**config.mk**
```make
export PLATFORM = sky130hd
export DESIGN_NAME = tx_slot_engine
export DESIGN_NICKNAME = d
export VERILOG_FILES = /design/src/rtl/tx_slot_engine.sv
export SDC_FILE = /design/constraint.sdc
export NUM_CORES = 2
export LEC_CHECK = 0
export ABC_AREA = 0
export BUFFER_PORTS_ARGS = -buffer_cell sky130_fd_sc_hd__buf_2
export CAP_MARGIN = 20
export CORE_MARGIN = 3
export CORE_UTILIZATION = 30
export DETAILED_ROUTE_END_ITERATION = 10
export HOLD_SLACK_MARGIN = 0.15
export PLACE_DENSITY = 0.49
export REMOVE_ABC_BUFFERS = 1
export SKIP_CTS_REPAIR_TIMING = 1
export SLEW_MARGIN = 20
export SYNTH_ARGS = -nofsm -noshare
export SYNTH_HDL_FRONTEND = slang
export SYNTH_SLANG_ARGS = --single-unit
```
**constraint.sdc**
```tcl
create_clock -name clk -period 6.6 [get_ports clk]
set_clock_uncertainty 0.15 [all_clocks]
set_input_delay 1.32 -clock clk [delete_from_list [all_inputs] [get_ports clk]]
set_output_delay 1.32 -clock clk [all_outputs]
set_load 0.02 [all_outputs]
```
**src/rtl/tx_slot_engine.sv**
```systemverilog
module tx_slot_engine #(
  parameter int FIFO_DEPTH = 256
) (
  input  logic        clk,
  input  logic        rst_n,
  input  logic        reg_wr,
  input  logic [7:0]  reg_addr,
  input  logic [31:0] reg_wdata,
  output logic [31:0] reg_rdata,
  output logic        rd_req,
  output logic [31:0] rd_addr,
  input  logic        rd_ack,
  input  logic [7:0]  rd_data,
  output logic        tx_valid,
  output logic [7:0]  tx_data,
  output logic        tx_last,
  input  logic        tx_ready,
  input  logic        tx_coll,
  output logic        irq_tx_ok,
  output logic        irq_tx_err
);
  localparam int FAW = $clog2(FIFO_DEPTH);
  localparam int NS  = 4;
  localparam logic [FAW:0] FULL = (FAW+1)'(FIFO_DEPTH);

  logic [12:0] st_size [NS];
  logic [4:0]  st_thr  [NS];
  logic [3:0]  st_ncc  [NS];
  logic [29:0] st_addr [NS];
  logic [NS-1:0] st_own, st_tun, st_tok, st_abt, queued;

  logic [1:0]  idx;
  logic        run, started;
  logic [12:0] fcnt, scnt;
  logic [FAW:0] cnt;
  logic [FAW-1:0] wp, rp;
  logic [7:0]  fifo [FIFO_DEPTH];

  wire [1:0]  wslot  = reg_addr[3:2];
  wire        wr_st  = reg_wr && reg_addr[7:4] == 4'h1 && reg_addr[1:0] == 2'b00;
  wire        wr_ad  = reg_wr && reg_addr[7:4] == 4'h2 && reg_addr[1:0] == 2'b00;
  wire [12:0] cur_size = st_size[idx];
  wire [12:0] last_ix  = 13'(cur_size - 13'd1);
  wire [13:0] thr_bytes = {4'b0, st_thr[idx], 5'b0};

  assign rd_req   = run && fcnt < cur_size && cnt != FULL;
  assign rd_addr  = {st_addr[idx], 2'b00} + 32'(fcnt);
  assign tx_valid = started && cnt != '0;
  assign tx_data  = fifo[rp];
  assign tx_last  = tx_valid && scnt == last_ix;

  wire push      = rd_req && rd_ack;
  wire pop       = tx_valid && tx_ready;
  wire start_now = run && !started && cnt != '0 &&
                   (14'(cnt) >= thr_bytes || cnt == FULL || fcnt == cur_size);
  wire underrun  = run && started && tx_ready && cnt == '0 && scnt < cur_size;
  wire coll_abt  = run && tx_coll && st_ncc[idx] == 4'd15;
  wire last_pop  = pop && scnt == last_ix;

  always_comb begin
    reg_rdata = '0;
    if (reg_addr[1:0] == 2'b00) begin
      if (reg_addr[7:4] == 4'h1)
        reg_rdata = {1'b0, st_abt[wslot], 2'b00, st_ncc[wslot], 3'b000, st_thr[wslot],
                     st_tok[wslot], st_tun[wslot], st_own[wslot], st_size[wslot]};
      else if (reg_addr[7:4] == 4'h2)
        reg_rdata = {st_addr[wslot], 2'b00};
    end
  end

  always_ff @(posedge clk)
    if (push) fifo[wp] <= rd_data;

  always_ff @(posedge clk or negedge rst_n) begin
    if (!rst_n) begin
      for (int i = 0; i < NS; i++) begin
        st_size[i] <= '0;
        st_thr[i]  <= '0;
        st_ncc[i]  <= '0;
        st_addr[i] <= '0;
      end
      st_own <= '0; st_tun <= '0; st_tok <= '0; st_abt <= '0; queued <= '0;
      idx <= '0; run <= 1'b0; started <= 1'b0;
      fcnt <= '0; scnt <= '0; cnt <= '0; wp <= '0; rp <= '0;
      irq_tx_ok <= 1'b0; irq_tx_err <= 1'b0;
    end else begin
      irq_tx_ok  <= 1'b0;
      irq_tx_err <= 1'b0;
      // writes to a slot still owned by the engine are dropped
      if (wr_st && !queued[wslot]) begin
        st_size[wslot] <= reg_wdata[12:0];
        st_thr[wslot]  <= reg_wdata[20:16];
        st_ncc[wslot]  <= '0;
        st_own[wslot]  <= 1'b0;
        st_tun[wslot]  <= 1'b0;
        st_tok[wslot]  <= 1'b0;
        st_abt[wslot]  <= 1'b0;
        queued[wslot]  <= 1'b1;
      end
      if (wr_ad) st_addr[wslot] <= reg_wdata[31:2];

      if (!run) begin
        if (queued[idx]) begin
          if (cur_size == '0) begin
            st_own[idx] <= 1'b1;
            st_tok[idx] <= 1'b1;
            queued[idx] <= 1'b0;
            irq_tx_ok   <= 1'b1;
            idx         <= idx + 2'd1;
          end else begin
            run  <= 1'b1;
            fcnt <= '0;
            scnt <= '0;
          end
        end
      end else begin
        if (push) begin
          fcnt <= fcnt + 13'd1;
          wp   <= wp + 1'b1;
          if (fcnt == last_ix) st_own[idx] <= 1'b1;
        end
        if (pop) begin
          rp   <= rp + 1'b1;
          scnt <= scnt + 13'd1;
        end
        cnt <= cnt + (FAW+1)'(push) - (FAW+1)'(pop);
        if (start_now) started <= 1'b1;
        if (tx_coll && st_ncc[idx] != 4'd15) st_ncc[idx] <= st_ncc[idx] + 4'd1;

        if (coll_abt || underrun || last_pop) begin
          if (coll_abt) begin
            st_abt[idx] <= 1'b1;
            st_own[idx] <= 1'b1;
            irq_tx_err  <= 1'b1;
          end else if (underrun) begin
            st_tun[idx] <= 1'b1;
            st_own[idx] <= 1'b1;
            irq_tx_err  <= 1'b1;
          end else begin
            st_tok[idx] <= 1'b1;
            irq_tx_ok   <= 1'b1;
          end
          queued[idx] <= 1'b0;
          idx     <= idx + 2'd1;
          run     <= 1'b0;
          started <= 1'b0;
          cnt <= '0; wp <= '0; rp <= '0;
        end
      end
    end
  end

  wire [1:0] prev = 2'(idx - 2'd1);

  a_r3_retire_advances: assert property (@(posedge clk) disable iff (!rst_n)
    (irq_tx_ok || irq_tx_err) |-> idx == 2'($past(idx) + 2'd1));
  a_r3_retired_slot_released: assert property (@(posedge clk) disable iff (!rst_n)
    (irq_tx_ok || irq_tx_err) |-> !queued[prev]);
  a_r7_ok_flags: assert property (@(posedge clk) disable iff (!rst_n)
    irq_tx_ok |-> (st_tok[prev] && st_own[prev] && !st_tun[prev] && !st_abt[prev]));
  a_r8_err_flags: assert property (@(posedge clk) disable iff (!rst_n)
    irq_tx_err |-> (st_own[prev] && (st_tun[prev] || st_abt[prev]) && !st_tok[prev]));
  a_r7_single_irq: assert property (@(posedge clk) disable iff (!rst_n)
    !(irq_tx_ok && irq_tx_err));
  a_r5_fifo_bound: assert property (@(posedge clk) disable iff (!rst_n)
    cnt <= FULL);
  a_r4_send_only_owned: assert property (@(posedge clk) disable iff (!rst_n)
    tx_valid |-> (run && queued[idx]));
  a_r6_no_fetch_after_own: assert property (@(posedge clk) disable iff (!rst_n)
    rd_req |-> !st_own[idx]);
endmodule

```
==> results.py <==
metrics = {
    "layout": {
        "fin_nets": 4979,
        "layout-drive-gt1-share_pct": 31.1,
        "fin_util_pct": 34.6,
        "synthToLayoutAreaGrowth_pct": 14.4,
    },
    "sta": {
        "min_period_ps": 6390,
        "fin_crit_sh_pct": 96.8,
        "finalHoldWorstSlack_ps": 340,
        "slew_headroom_pct": 26.7,
        "slew_violations": 0,
        "max_freq_mhz": 156,
        "setup_viol": 0,
        "fin_setup_tns_ps": 0,
        "hold_viol": 0,
        "rsz0062_at_grt": "false",
        "tightest_slew_ps": 1100,
        "worst_slack_ps": 210,
    },
    "logic_synthesis": {
        "yosysSeqAreaShare_pct": 71.7,
        "synth-main-ff-cell": "edfxtp_1",
        "netlist_instances": 4641,
        "synth_top_area_share_pct": 64.2,
        "synth_edf_count": 2048,
        "synth_cell_type_count": 79,
        "synthMostInstantiatedCell": "edfxtp_1",
        "synth_warnings": 0,
        "synthTopCellsByCount": "2048 x edfxtp_1, 790 x mux4_2, 312 x nor2_1",
        "synth-async-reset-ratio_pct": 12.2,
        "synth_area_sq_um": 95700,
        "synth_top_cell_by_area": "edfxtp_1",
        "ys_top_cells_by_area": "edfxtp_1 64%, mux4_2 19%, dfrtp_1 7.5%, mux2_2 1.8%, nor2_1 1.2%",
        "avgSynthCellArea_sq_um": 20.6,
        "ys_ff_latch": 2333,
    },
    "drt": {
        "via_count": 46783,
        "route.met3.wl_um": 15500,
        "ant_nets": 0,
        "drc": 0,
        "drt-met1-wl_um": 113000,
        "met2WireLength_um": 123000,
        "wl_per_cell_um": 27.8,
        "wl_um": 256000,
        "viasPerCell": 5.08,
        "drt-initial-drc-count": 4381,
        "drt_pass1_iterations": 5,
        "routed.top_layer": "met5",
    },
    "cts": {
        "htreeDepth": 4,
        "cts_root_buf": "clkbuf_16",
        "cts_made_buffers": 240,
        "cts_tree": "done",
        "clk_pin_slew_ps": 60,
        "clock_path_buffers": 4,
        "clock_latency_ps": 870,
        "clkSinkCount": 2333,
    },
    "run": {
        "max_cap_violations": 0,
    },
    "global_route": {
        "grt.total_usage_pct": 15.6,
        "grt_max_degree": 161,
        "grt_pass1_wl_um": 369000,
        "grt_overflow": 0,
        "grt_pass1_vias": 48450,
        "antenna_found_initial": 22,
    },
    "worst_hold_path": {
        "hold_class": "reg2reg",
    },
    "floorplan": {
        "core_sq_um": 316000,
        "io_pins": 131,
        "num_rows": 206,
        "dieArea_sq_um": 326000,
        "die_h_um": 571,
        "die_x_um": 571,
        "start_util_pct": 30.3,
    },
    "worst_setup_path": {
        "cp_max_fo": 30,
        "cp_slowest_cell": "dfrtp_4",
        "crit_type": "reg2out",
        "worstPathArrival_ps": 4920,
        "crit_chain": "buf_4 > mux4_2 > mux4_2 > mux4_2 > mux4_2 > buf_2",
        "cp.required_ps": 5130,
        "start_kind": "flop",
        "endpoint_kind": "output pin",
        "cp_slowest_stage_delay_ps": 740,
        "cp_common_cell": "mux4_2",
    },
    "place": {
        "port-buffer-count": 130,
        "gp_congestion": 0.781,
        "hpwl_um": 154000,
        "place_ws_ps": 798,
    },
    "pwr": {
        "finalPower_mw": 42.0,
        "peakVddDrop_mv": 0.275,
        "p_leak_nw": 35.5,
        "powerDensity_nw_per_um2": 383,
    },
    "status": {
        "run_status": "completed",
    },
}
==> metrics by stage <==
stage,area (sq um),std cells
floorplan,94600,4363
global placement,102000,8774
detailed placement,102000,8775
CTS,110000,9198
global route,110000,9199
finish,110000,9204
==> kinds of logic (layout without fill, tap and decap cells) <==
| kind of cell | count (synthesis) | after routing | share of synthesized area, % |
|---|---|---|---|
| DFF | 2333 | 2333 | 71.7 |
| muxes | 952 | 952 | 20.5 |
| and+or+nand+nor | 664 | 664 | 3.17 |
| buffers and inverters | 337 | 734 | 1.41 |
| AOI/OAI and AO/OA | 205 | 205 | 1.51 |
| xor gates and xnor gates | 82 | 82 | 0.822 |
| adders and majority gates | 68 | 68 | 0.904 |
| other | 0 | 6 | 0 |
==> per-layer routing <==
metal | track usage, % | up-vias
met1 | 22.1 | 25532
li1 | - | 19616
met2 | 25.0 | 1335
met5 | 0 | -
met4 | 2.95 | 20
met3 | 2.99 | 280
==> final cells by class <==
class	count	area (sq um)
Clock buffer	293	6310
Tap cell	4160	5200
Inverter	59	221
Fill cell	29323	207000
Clock inverter	130	1200
Timing Repair Buffer	252	2110
Antenna cell	6	15.0
Multi-Input combinational cell	1971	25800
Sequential cell	2333	68700
==> critical path, delay by kind of cell (launching register included) <==
family | cells | cell delay (ps)
flops | 1 | 740
mux | 4 | 2380
buf+inv | 2 | 830
==> registers in the layout, indices dropped and copies added, names as in the netlist, 8 cells and up <==
signal   count
cnt          9
fcnt        13
fifo      2048
rp           8
scnt        13
st_addr    120
st_ncc      16
st_size     52
st_thr      20
wp           8
==> worst paths after layout <==
check	startpoint	to	slack (ps)	depth (start not counted)
max	rp[0]	tx_data[2]	210	6
min	st_size[39]	st_size[39]	340	2
max reg2reg	idx[0]	cnt[8]	990	24
min reg2reg	st_size[39]	st_size[39]	340	2
max in group asynchronous	rst_n	rp[2]	4510	2
min in group asynchronous	rst_n	st_addr[57]	350	1
==> placed cells by master, fill, tap and decap left out, types with 6 or more instances in the layout <==
cell type,synthesis,final
a21o_1,11,11
a21oi_1,27,27
a22o_1,41,41
and2_1,15,15
and3_1,20,20
buf_12,0,36
buf_2,40,120
buf_4,4,86
buf_8,0,9
bufinv_16,0,22
clkbuf_1,176,45
clkbuf_16,0,242
clkbuf_8,0,6
clkinv_1,0,48
clkinv_2,0,49
dfrtp_1,285,277
diode_2,0,6
edfxtp_1,2048,2048
ha_1,66,66
inv_1,57,57
mux2_2,156,156
mux4_2,790,790
nand2_1,156,156
nand2b_1,7,7
nand3_1,52,52
nand4_1,18,18
nand4b_1,9,9
nor2_1,312,310
nor2b_1,9,9
nor3_1,12,10
o2111ai_1,9,8
o211ai_1,8,8
o21a_1,12,12
o21ai_0,45,45
o21bai_1,7,7
o22ai_1,9,9
or3_1,14,12
xnor2_1,52,52
xor2_1,25,25
==> power breakdown <==
part | internal [mW] | switching (mW) | total, mW
combinational | 5.57 | 6.37 | 11.9
sequential | 16.3 | 0.514 | 16.8
clock | 7.59 | 5.62 | 13.2
(Power assumes the default switching activity.)
